### src/rtl/flash_sr_pkg.sv
package flash_sr_pkg;
  localparam int BpW     = 4;
  localparam int StatusW = BpW + 4;

  typedef struct packed {
    logic setWel;
    logic clrWel;
    logic loadLock;
    logic loadLevel;
  } srStrobe_t;
endpackage

### src/rtl/flash_sr_ctrl.sv
module flash_sr_ctrl
  import flash_sr_pkg::*;
(
  input  logic      clk,
  input  logic      rstN,
  input  logic      cmdWren,
  input  logic      cmdWrdi,
  input  logic      cmdWrsr,
  input  logic      cmdRdsr,
  input  logic      seqDone,
  input  logic      aaiDone,
  input  logic      busyIn,
  input  logic      wpN,
  input  logic      welQ,
  input  logic      lockQ,
  output srStrobe_t strobe,
  output logic      progGrant,
  output logic      wrsrGrant
);
  logic wrsrOk;
  logic anyDone;
  logic unusedRead;

  assign unusedRead = cmdRdsr;
  assign anyDone    = seqDone | aaiDone;
  assign wrsrOk     = !busyIn && (wpN || !lockQ);

  always_comb begin
    strobe           = '0;
    strobe.loadLock  = cmdWrsr && wrsrOk;
    strobe.loadLevel = cmdWrsr && wrsrOk && !lockQ;
    strobe.setWel    = cmdWren && !busyIn;
    strobe.clrWel    = anyDone || (cmdWrdi && !busyIn) || (cmdWrsr && wrsrOk);
  end

  assign progGrant = welQ && !busyIn;
  assign wrsrGrant = wrsrOk;

  p_wren_sets_r3: assert property (@(posedge clk) disable iff (!rstN)
    (cmdWren && !busyIn && !anyDone && !cmdWrdi && !cmdWrsr) |=> welQ);

  p_wrdi_clears_r4: assert property (@(posedge clk) disable iff (!rstN)
    (cmdWrdi && !busyIn) |=> !welQ);

  p_done_clears_r6: assert property (@(posedge clk) disable iff (!rstN)
    anyDone |=> !welQ);

  p_lock_holds_r8: assert property (@(posedge clk) disable iff (!rstN)
    (cmdWrsr && !wpN && lockQ && !anyDone && !cmdWren && !cmdWrdi)
      |=> (lockQ && welQ == $past(welQ)));

  p_busy_holds_r10: assert property (@(posedge clk) disable iff (!rstN)
    (busyIn && !anyDone) |=> (welQ == $past(welQ) && lockQ == $past(lockQ)));

  p_read_no_change_r10: assert property (@(posedge clk) disable iff (!rstN)
    (cmdRdsr && !cmdWren && !cmdWrdi && !cmdWrsr && !anyDone)
      |=> (welQ == $past(welQ) && lockQ == $past(lockQ)));
endmodule

### src/rtl/flash_sr_datapath.sv
module flash_sr_datapath
  import flash_sr_pkg::*;
#(
  parameter logic [BpW-1:0] LevelReset = 4'b0111
) (
  input  logic               clk,
  input  logic               rstN,
  input  srStrobe_t          strobe,
  input  logic [StatusW-1:0] wrData,
  input  logic               busyIn,
  input  logic               aaiMode,
  output logic               welQ,
  output logic               lockQ,
  output logic [StatusW-1:0] status
);
  localparam int LevelLsb = 2;
  localparam int LevelMsb = LevelLsb + BpW - 1;
  localparam int AaiPos   = LevelMsb + 1;
  localparam int LockPos  = AaiPos + 1;

  logic [BpW-1:0] levelQ;
  logic           unusedBits;

  assign unusedBits = ^{wrData[1:0], wrData[AaiPos]};

  always_ff @(posedge clk or negedge rstN) begin
    if (!rstN) begin
      welQ <= 1'b0;
    end else if (strobe.clrWel) begin
      welQ <= 1'b0;
    end else if (strobe.setWel) begin
      welQ <= 1'b1;
    end
  end

  always_ff @(posedge clk or negedge rstN) begin
    if (!rstN) begin
      lockQ <= 1'b0;
    end else if (strobe.loadLock) begin
      lockQ <= wrData[LockPos];
    end
  end

  always_ff @(posedge clk or negedge rstN) begin
    if (!rstN) begin
      levelQ <= LevelReset;
    end else if (strobe.loadLevel) begin
      levelQ <= wrData[LevelMsb:LevelLsb];
    end
  end

  always_comb begin
    status                    = '0;
    status[0]                 = busyIn;
    status[1]                 = welQ;
    status[LevelMsb:LevelLsb] = levelQ;
    status[AaiPos]            = aaiMode;
    status[LockPos]           = lockQ;
  end

  p_level_frozen_r9: assert property (@(posedge clk) disable iff (!rstN)
    lockQ |=> (levelQ == $past(levelQ)));

  p_level_load_r9: assert property (@(posedge clk) disable iff (!rstN)
    strobe.loadLevel |=> (levelQ == $past(wrData[LevelMsb:LevelLsb])));
endmodule

### src/rtl/flash_sr_top.sv
module flash_sr_top
  import flash_sr_pkg::*;
(
  input  logic               clk,
  input  logic               rstN,
  input  logic               cmdWren,
  input  logic               cmdWrdi,
  input  logic               cmdWrsr,
  input  logic [StatusW-1:0] wrData,
  input  logic               cmdRdsr,
  input  logic               seqDone,
  input  logic               aaiDone,
  input  logic               busyIn,
  input  logic               aaiMode,
  input  logic               wpN,
  output logic [StatusW-1:0] status,
  output logic               progGrant,
  output logic               wrsrGrant
);
  srStrobe_t strobe;
  logic      welQ;
  logic      lockQ;

  flash_sr_ctrl i_ctrl (
    .clk(clk), .rstN(rstN),
    .cmdWren(cmdWren), .cmdWrdi(cmdWrdi), .cmdWrsr(cmdWrsr), .cmdRdsr(cmdRdsr),
    .seqDone(seqDone), .aaiDone(aaiDone), .busyIn(busyIn), .wpN(wpN),
    .welQ(welQ), .lockQ(lockQ),
    .strobe(strobe), .progGrant(progGrant), .wrsrGrant(wrsrGrant)
  );

  flash_sr_datapath i_datapath (
    .clk(clk), .rstN(rstN), .strobe(strobe), .wrData(wrData),
    .busyIn(busyIn), .aaiMode(aaiMode),
    .welQ(welQ), .lockQ(lockQ), .status(status)
  );

  p_grant_r5: assert property (@(posedge clk) disable iff (!rstN)
    (progGrant == (status[1] && !busyIn)));
endmodule

### config.mk
export PLATFORM = sky130hd
export DESIGN_NAME = flash_sr_top
export DESIGN_NICKNAME = d
export VERILOG_FILES = /design/src/rtl/flash_sr_pkg.sv /design/src/rtl/flash_sr_ctrl.sv /design/src/rtl/flash_sr_datapath.sv /design/src/rtl/flash_sr_top.sv
export SDC_FILE = /design/constraint.sdc
export NUM_CORES = 1
export LEC_CHECK = 0
export BUFFER_PORTS_ARGS = -buffer_cell sky130_fd_sc_hd__buf_2
export CORE_AREA = 2 2 39 41
export DETAILED_ROUTE_END_ITERATION = 6
export DIE_AREA = 0 0 41 43
export GPL_TIMING_DRIVEN = 0
export MAX_ROUTING_LAYER = met4
export PLACE_DENSITY_LB_ADDON = 0.3
export SLEW_MARGIN = 25
export SYNTH_ARGS = -nofsm -noshare
export SYNTH_HDL_FRONTEND = slang
export SYNTH_SLANG_ARGS = --single-unit
### constraint.sdc
create_clock -name clk -period 2.15 [get_ports clk]
set_input_delay 0 -clock clk [delete_from_list [all_inputs] [get_ports clk]]
set_output_delay 0 -clock clk [all_outputs]
set_load 0.01 [all_outputs]
======== After elaboration in Yosys (flattened, before gate mapping) ========
Cells that the tools add are included.
operators by class
  muxes and demuxes ....................... 2
  bitwise gates (word level) .............. 1
  reductions and logical operators ........ 12
operators by type and width
  cell                number
  1-bit logical AND   6
  1-bit logical OR    3
  1-bit logical NOT   2
  1-bit two-way mux   2
  2-bit nonzero test  1
  1-bit bitwise OR    1
storage, ports and cells
  register bits after elaboration ......... 6
  input port bits ......................... 19
  output and inout port bits .............. 10

======== Logic depth before layout (Yosys ltp) ========
Gate-level depths: netlist (run 1).
  depth in word-level cells ............... 6
  gate-level depth with buffers ........... 3
  gate-level depth less buffers ........... 3

======== By module ========
From an unflattened synthesis (run 1), not the netlist that was laid out.
second synthesis, totals
  cell total of the unflattened synthesis .. 26
  area total of the unflattened synthesis .. 312.8 um2
by module, submodules not included
  module             instances  cells each  area an instance (um2)  seq. area each (um2)
  flash_sr_datapath  1          16          250.2                   153.9
  flash_sr_ctrl      1          10          62.6                    0.0

======== Worst setup path after synthesis (run 1) ========
Ideal clock, no wire load.
  kind .................................... reg-to-reg
  start point ............................. register i_datapath.lockQ
  end point ............................... register i_datapath.levelQ[3]
  data arrival time ....................... 0.884 ns
  slack ................................... 1.141 ns
  cell stages (with the launch flop) ...... 3
  cell sequence ........................... dfrtp_1 -> nor2_4 -> mux2_4
between the ends
  cells in the longest elaborated chain, start to end .. 5
RTL lines
  item                    line                                      RTL
  from (decl)             flash_sr_datapath.sv:13                   output logic lockQ,
  from (signal assigned)  flash_sr_datapath.sv:40                   lockQ <= wrData[LockPos];
  1-bit logical NOT *     flash_sr_ctrl.sv:26, flash_sr_ctrl.sv:31
  1-bit logical OR        flash_sr_ctrl.sv:26                       assign wrsrOk = !busyIn && (wpN || !lockQ);
  1-bit logical AND       flash_sr_ctrl.sv:26
  1-bit logical AND       flash_sr_ctrl.sv:31                       strobe.loadLevel = cmdWrsr && wrsrOk && !lockQ;
  1-bit logical AND *     flash_sr_ctrl.sv:31
  to (signal assigned)    flash_sr_datapath.sv:46                   levelQ <= LevelReset;
  to (signal assigned)    flash_sr_datapath.sv:48                   levelQ <= wrData[LevelMsb:LevelLsb];
  to (decl)               flash_sr_datapath.sv:21                   logic [BpW-1:0] levelQ;
Every way passes the cells marked *; elsewhere a longest branch is shown, timed or not.
A chain may end at the register's enable or synchronous reset.

======== Worst setup path after layout (run 1) ========
Ends and elaborated chain as after synthesis.

==> metrics.txt, run 1 <==
post-CTS setup repair buffer count 0; final clock skew 0.0130 ns; switching part of the total 0.265; gp weighted congestion 0.757; Setup Viol. Count Final 0; CTS buffer count 3; CTS root buffer clkbuf_4; post_cts resized 0; CP endpoint i_datapath.levelQ[3]; worst r2r src i_datapath.lockQ; final WL 756 um; post-DP HPWL around 540 um; worst slew pin tran 0.179 ns; global-route wire length before repair 1420 um; PD cells between 700 and 800 nW/um2; nets@finish 80; slack of the worst reg-to-reg path 1.10 ns; antenna violations before repair 0; complex-gate fraction of the synthesized area 0.0634; CTS tree built; Setup WS pre-CTS around 1.1 ns; cell count after synthesis 27; Mapped Nets 46; row count 14; Port Buffers 23; Req. time, crit path 2.29 ns; starting density of the core 0.242; Seq/Total Area, Yosys 0.459; Worst path top cell family by delay flip-flops; XOR/XNOR Fraction of Synth Area 0; Hold Slack about 0.016 ns; die area 1760 um2; adder-cell area share of the yosys netlist 0; layout cell share with drive strength beyond 1 0.667; Initial DRC Count 3; grt ovf 0; commonest non-fill, non-tap cell in the layout buf_2; area grow syn2layout 66.0%; Final period util 0.486; Critical path origin i_datapath.lockQ; Final ANT Viol Nets 0; main combinational cell family by area after synthesis simple AND/OR/NAND/NOR gates; clock share of power 0.277; Die Width 41 um; Via Count about 300; clk_lat worst skew 0.25 ns; Rel. slew slack 0.880; RSZ-0062 raised after global routing no; Die Height roughly 43 um; largest net degree at the start of global routing 7; critical-path cell list nor2_4 -> mux2_4; Ports 29; Unique masters post-synth 16; crit path max fanout 4; sw power 0.108 mW; Yosys warning count 0; antenna fix cells 0; Max clock buf depth 2; H-tree levels 1; Leak Pwr between 0.2 and 0.3 nW; post-route setup slack roughly 1.1 ns; Syn Area/Cell 12.4 um2; Worst Path Buf+Inv 0; Reg2Reg Capture Point i_datapath.levelQ[3]; Data arrival, critical path 1.18 ns; Slew Viols, Final 0; TritonRoute pass-1 iters 2; final hold violations 0; clock sinks 6; via/cell ratio 3.86; CP max-delay cell dfrtp_1; Finished Core Util 0.402; Max Freq 957 MHz; sequential share of power 0.406; Critical Setup Path Class reg -> reg; number of global-route vias before repair 295; gr usage total 0.138; CP startpoint kind flop; maximum VDD drop 0.405 mV; Post-Synth Simple-Gate Area 0.198; Comb pwr share 0.317; minimum clock period 1.05 ns; post-synthesis mux area share 0.179; type of the most critical hold path in -> reg; setup TNS 0 ns; Levels on crit path 2; # DRC 0; outcome completed; Worst-path clk slew 0.05 ns; commonest cells after routing, fill and taps aside buf_2, dlygate4sd3_1, mux2_4, buf_4; Core Region 1380 um2; slowest stage delay, CP between 0.4 and 0.5 ns; Reg2Reg Depth 2; maxcap violations 0; Setup crit end kind flop; Syn Std Cell Area 335 um2; mean routed wirelength per cell 9.95 um; #FFs+latches synth 6; internal power around 0.3 mW
-- cell families (layout without fill, tap and decap cells) --
family / Yosys count / in the layout
AND/OR/NAND/NOR: 9 / 9
flip-flops: 6 / 6
buffers and inverters: 5 / 38
multiplexers: 4 / 4
AO/OA/AOI/OAI: 3 / 3
-- registers in the layout (all words and copies together) (netlist names) --
name	count
i_datapath.levelQ	4
i_datapath.welQ	1
i_datapath.lockQ	1
-- through the flow --
stage | instances | power (mW) | cell area [um2]
2_1_floorplan | 27 | 0.239 | 335
3_3_place_gp | 66 | 0.287 | 470
3_5_place_dp | 66 | 0.289 | 470
4_1_cts | 76 | 0.415 | 557
5_1_grt | 76 | 0.443 | 557
6_report | 76 | 0.408 | 557
-- cell usage after synthesis --
master,instances,area [um2]
a211oi_1,1,7.51
a21oi_1,1,5.00
a22o_1,1,8.76
and2b_1,1,7.51
and2b_2,1,8.76
buf_4,4,30.0
dfrtp_1,3,75.1
dfstp_2,3,78.8
inv_1,1,3.75
mux2_4,4,60.1
nand2_1,1,3.75
nand2b_4,1,13.8
nor2_1,2,7.51
nor2_4,1,11.3
nor2b_1,1,6.26
nor3b_1,1,7.51
-- per-layer routing --
metal	global-route usage	wire length (um)	vias up	share of wire
li1	-	-	152	-
met1	0.146	255	131	0.34
met2	0.175	451	7	0.60
met3	0.0942	41	3	0.054
met4	0.100	8	0	0.011
met5	-	0	-	0
-- worst min path at each step --
stage	end	cells past startpoint	start	slack, ns
after floorplan	i_datapath.levelQ[3]	0	rstN	-0.30
final	i_datapath.welQ	3	seqDone	0.02
after global routing	i_datapath.welQ	3	seqDone	0.01
after detailed placement	i_datapath.welQ	1	rstN	-0.17
after CTS	i_datapath.welQ	3	seqDone	0.02
after global placement	i_datapath.levelQ[3]	1	rstN	-0.17
-- cell type report --
| class | instances | area (um2) |
|---|---|---|
| plain buffers | 4 | 30.0 |
| clock buffers | 4 | 26.3 |
| fillers | 147 | 827 |
| inverters | 1 | 3.75 |
| multi-input cells | 16 | 148 |
| flip-flops and latches | 6 | 154 |
| well taps | 16 | 20.0 |
| repair buffers | 29 | 175 |
-- worst min-delay path: stages --
cell	delay, ns
buf_2	0.07
a211oi_1	0.03
nor3b_1	0.12
-- power groups by stage --
| stage | Clock [mW] | Combinational [mW] | Sequential (mW) |
|---|---|---|---|
| global placement | 0 | 0.121 | 0.166 |
| finish | 0.113 | 0.129 | 0.166 |
| CTS | 0.118 | 0.130 | 0.167 |
| detailed placement | 0 | 0.121 | 0.168 |
| global route | 0.134 | 0.140 | 0.169 |
| floorplan | 0 | 0.0604 | 0.178 |
-- timing repair --
action | in CTS | in global routing
hold buffers | 6 | 0
endpoints found under the hold margin | 11 | 0
setup endpoints to repair | 0 | 0
No activity file was read; power rests on OpenSTA's default activity.
==> inputs of run 2 (changes only) <==
Clock period 2.15 ns to 1.1 ns, I/O delays scaled along.
==> metrics.txt, run 2 (synthesized netlist as in run 1, its figures left out) <==
TritonRoute pass-1 iters 2 (unchanged); CP startpoint kind flop; Data arrival, critical path 1.19 ns (about the same); Final period util 0.957 (+0.471); clock sinks 6 (unchanged); Setup crit end kind flop; maxcap violations 0 (unchanged); Req. time, crit path 1.24 ns (-1.05 ns); number of global-route vias before repair 295 (unchanged); via/cell ratio 3.89 (+1.0%); final WL 760 um (+0.53%); # DRC 0 (unchanged); PD cells 1430 nW/um2 (+94%); Biggest register i_datapath.levelQ; gp weighted congestion 0.757 (unchanged); row count 14 (unchanged); Rel. slew slack 0.877 (-0.00279); mean routed wirelength per cell 10.0 um (+0.53%); nets@finish 80 (unchanged); H-tree levels 1 (unchanged); Worst-path clk slew 0.05 ns (about the same); type of the most critical hold path in -> reg; antenna violations before repair 0 (unchanged); Die Width 41 um (unchanged); minimum clock period 1.05 ns (+0.00764 ns); Leak Pwr 0.300 nW (+1.8%); top flop regs i_datapath.levelQ x4, i_datapath.lockQ x1, i_datapath.welQ x1; Max clock buf depth 2 (unchanged); final hold violations 0 (unchanged); maximum VDD drop 0.793 mV (+96%); Hold Crit Depth 3 (unchanged); Critical Setup Path Class reg -> reg; antenna fix cells 0 (unchanged); CTS root buffer clkbuf_4; CTS buffer count 3 (unchanged); Slew Viols, Final 0 (unchanged); Via Count 296 (+1.0%); global-route wire length before repair 1420 um (unchanged); Setup WS pre-CTS 0.0481 ns (-1.05 ns); area grow syn2layout 68.3%; Reg2Reg Depth 2 (unchanged); Largest register FFs 4 (unchanged); commonest non-fill, non-tap cell in the layout buf_2; largest net degree at the start of global routing 7 (unchanged); Final ANT Viol Nets 0 (unchanged); grt ovf 0 (unchanged); post-CTS setup repair buffer count 0 (unchanged); Port Buffers 23 (unchanged); Die Height 43 um (unchanged); Initial DRC Count 3 (unchanged); outcome completed; final total power 0.804 mW (+97%); starting density of the core 0.242 (unchanged); worst slew pin tran 0.183 ns (+0.00417 ns); Ports 29 (unchanged); layout cell share with drive strength beyond 1 0.683 (+0.0167); final clock skew 0.0130 ns (unchanged); post-DP HPWL 541 um (unchanged); clk_lat worst skew 0.25 ns (about the same); commonest cells after routing, fill and taps aside buf_2, dlygate4sd3_1, mux2_4, buf_4; CTS tree built; gr usage total 0.138 (unchanged); Core Region 1380 um2 (unchanged); post-route setup slack 0.0470 ns (-1.06 ns); die area 1760 um2 (unchanged); crit path max fanout 4 (unchanged); Max Freq 950 MHz (-0.73%); Setup Viol. Count Final 0 (unchanged)
## run 2: cell types whose count changed in the layout (fill, tap and decap cells not counted)
cell and change:
nor2b_4 +1, nor2b_1 -1
## run 2: worst max-delay path: stages (launching register included)
cell and delay, ns:
dfrtp_1 0.42, nor2_4 0.21, mux2_4 0.32
## run 2: stage by stage
| stage | cell area (um2) | std cells | util | hold slack [ns] | TNS, ns |
|---|---|---|---|---|---|
| floorplan | 335 | 27 | - | -0.296 | 0 |
| global placement | 470 | 66 | 0.340 | -0.170 | 0 |
| detailed placement | 470 | 66 | 0.340 | -0.168 | 0 |
| CTS | 557 | 76 | 0.402 | 0.0174 | 0 |
| global route | 564 | 76 | 0.408 | 0.0142 | -0.00797 |
| finish | 564 | 76 | 0.408 | 0.0172 | 0 |
## run 2: final cells by class
| cell class | count | area, um2 |
|---|---|---|
| Sequential cell | 6 | 154 |
| Buffer | 4 | 30.0 |
| Tap cell | 16 | 20.0 |
| Timing Repair Buffer | 29 | 175 |
| Clock buffer | 4 | 26.3 |
| Fill cell | 143 | 820 |
| Multi-Input combinational cell | 16 | 155 |
| Inverter | 1 | 3.75 |
## run 2: path summary, 6_finish.rpt
path | startpoint | endpoint | slack, ns
worst max-delay path | i_datapath.lockQ | i_datapath.levelQ[3] | 0.05
worst min-delay path | seqDone | i_datapath.welQ | 0.02
worst max register to register | i_datapath.lockQ | i_datapath.levelQ[3] | 0.05
worst min register to register | i_datapath.levelQ[3] | i_datapath.levelQ[3] | 0.53
max in group asynchronous | rstN | i_datapath.levelQ[2] | 0.75
min in group asynchronous | rstN | i_datapath.levelQ[3] | 0.11
## run 2: where the power goes
part           total [mW]  switching (mW)  internal, mW
clock network       0.221          0.0836         0.138
logic               0.259          0.0984         0.160
registers           0.325          0.0308         0.294
total               0.804           0.213         0.592
## run 2: repair_timing
action / CTS / global route
endpoints found under the hold margin: 11 / 0
endpoints found under the setup margin: 0 / 1
gates resized for setup: 0 / 2
hold buffers: 6 / 0
## run 2: routing by layer
layer / up-vias / GRT usage / part of all wire
met5: - / - / 0
met4: 0 / 0.100 / 0.011
met3: 3 / 0.0942 / 0.054
met2: 7 / 0.175 / 0.59
met1: 133 / 0.146 / 0.34
li1: 153 / - / -
==> inputs of run 3 (changes only) <==
Clock period 1.1 ns to 0.9 ns, I/O delays scaled along.
==> metrics.txt, run 3 (synthesized netlist as in run 1, its figures left out) <==
worst r2r src i_datapath.lockQ; area grow syn2layout 89.2%; clk_lat worst skew 0.24 ns (about the same); largest net degree at the start of global routing 7 (unchanged); sw power 0.280 mW (+32%); row count 14 (unchanged); Max Freq 962 MHz (+1.3%); Post-Layout Inst Area 634 um2 (+12%); Final period util 1.15 (+0.197); Via Count 305 (+3.0%); post-route setup slack -0.139 ns (-0.186 ns); H-tree levels 1 (unchanged); clock share of power 0.237 (-0.038); starting density of the core 0.242 (unchanged); Port Buffers 23 (unchanged); maxcap violations 0 (unchanged); Biggest register i_datapath.levelQ; CP startpoint kind flop; Max clock buf depth 2 (unchanged); PD cells 1740 nW/um2 (+22%); number of global-route vias before repair 282 (-4.4%); Finished Core Util 0.458 (+0.0506); Setup WS pre-CTS -0.153 ns (-0.202 ns); violated checks negative setup slack; clock sinks 6 (unchanged); Core Region 1380 um2 (unchanged); internal power 0.824 mW (+39%); gp weighted congestion 0.605 (-20%); die area 1760 um2 (unchanged); sequential share of power 0.369 (-0.035); gr usage total 0.109 (-0.0292); Initial DRC Count 2 (-1); Final ANT Viol Nets 0 (unchanged); Placed Cells 66 (unchanged); post-DP HPWL 599 um (+11%); Die Height 43 um (unchanged); Critical path origin i_datapath.lockQ; CP endpoint i_datapath.levelQ[3]; commonest cells after routing, fill and taps aside buf_2, buf_6, dlygate4sd3_1; mean routed wirelength per cell 9.91 um (-0.89%); Largest register FFs 4 (unchanged); placed cell areas 470 um2 (unchanged); switching part of the total 0.254 (-0.0110); outcome complete, but fails checks; minimum clock period 1.04 ns (-0.0138 ns); crit path max fanout 4 (unchanged); CTS tree built; # DRC 0 (unchanged); global-route wire length before repair 1190 um (-17%); Leak Pwr 0.325 nW (+8.4%); Comb pwr share 0.394 (+0.073); worst slew pin tran 0.191 ns (+0.00744 ns); antenna fix cells 0 (unchanged); via/cell ratio 3.86 (-0.87%); Setup Viol. Count Final 7 (+7); final WL 783 um (+3.0%); Die Width 41 um (unchanged); grt ovf 0 (unchanged); Worst-path clk slew 0.05 ns (about the same); top flop regs i_datapath.levelQ x4, i_datapath.lockQ x1, i_datapath.welQ x1; final clock skew 0.00495 ns (-0.00802 ns); Rel. slew slack 0.873 (-0.00453); Reg2Reg Depth 2 (unchanged); slack of the worst reg-to-reg path -0.14 ns (-0.19 ns); commonest non-fill, non-tap cell in the layout buf_2; layout cell share with drive strength beyond 1 0.746 (+0.0627); maximum VDD drop 0.554 mV (-30%); antenna violations before repair 0 (unchanged); Req. time, crit path 1.03 ns (-0.21 ns); Ports 29 (unchanged); TritonRoute pass-1 iters 3 (+1); CTS buffer count 3 (unchanged); fin cells 79 (+3.9%); Critical Setup Path Class reg -> reg; setup TNS -0.720 ns (-0.720 ns); RSZ-0062 raised after global routing yes; Setup crit end kind flop; Slew Viols, Final 0 (unchanged); final hold violations 0 (unchanged); nets@finish 83 (+3.8%); Data arrival, critical path 1.16 ns (-0.03 ns); CTS root buffer clkbuf_4; Reg2Reg Capture Point i_datapath.levelQ[3]; type of the most critical hold path in -> reg
-- run 3: cell types whose count changed in the layout (fill, tap and decap cells not counted) --
| cell | change |
|---|---|
| buf_6 | +7 |
| dfrtp_1 | -1 |
| buf_4 | +1 |
| nor2_2 | +1 |
| nor2_1 | -1 |
| buf_2 | -5 |
| dfrtp_2 | +1 |
| nor3b_2 | +1 |
| nor3b_1 | -1 |
-- run 3: critical path: stages, from the launching register on --
cell	delay [ns]
dfrtp_2	0.43
nor2_4	0.18
mux2_4	0.32
-- run 3: timing repair --
item | CTS | global route
setup buffers | 1 | 2
hold endpoints to repair | 10 | 1
setup endpoints to repair | 9 | 12
hold buffers | 5 | 1
gates resized for setup | 6 | 6
pin swaps | 0 | 0
-- run 3: through the flow --
step / power, mW / hold WS, ns
floorplan: 0.570 / -0.296
global placement: 0.685 / -0.173
detailed placement: 0.692 / -0.173
CTS: 1.04 / 0.00791
global route: 1.19 / 0.0391
finish: 1.10 / 0.0460
-- run 3: cell type report --
cell class	instances	area [um2]
plain buffers	4	37.5
flip-flops and latches	6	155
repair buffers	32	229
multi-input cells	16	163
fillers	132	749
inverters	1	3.75
well taps	16	20.0
clock buffers	4	26.3
-- run 3: how the worst min path moves through the flow --
stage	startpoint	endpoint	slack (ns)	cells past startpoint
global route	seqDone	i_datapath.welQ	0.04	3
CTS	wrData[3]	i_datapath.levelQ[1]	0.008	2
finish	seqDone	i_datapath.welQ	0.05	3
global placement	rstN	i_datapath.welQ	-0.17	1
detailed placement	rstN	i_datapath.welQ	-0.17	1
floorplan	rstN	i_datapath.levelQ[3]	-0.30	0
-- run 3: power by group through the flow --
stage	logic (mW)	registers, mW	clock network [mW]
2_1_floorplan	0.144	0.426	0
3_3_place_gp	0.289	0.396	0
3_5_place_dp	0.290	0.402	0
4_1_cts	0.358	0.403	0.274
5_1_grt	0.470	0.415	0.307
6_report	0.435	0.407	0.262
-- run 3: per-layer routing --
layer  wire (um)  track usage  share of wire
met5           0            -              0
met4           0        0.100              0
met3          80       0.0471           0.10
met2         373        0.138           0.48
met1         330        0.123           0.42
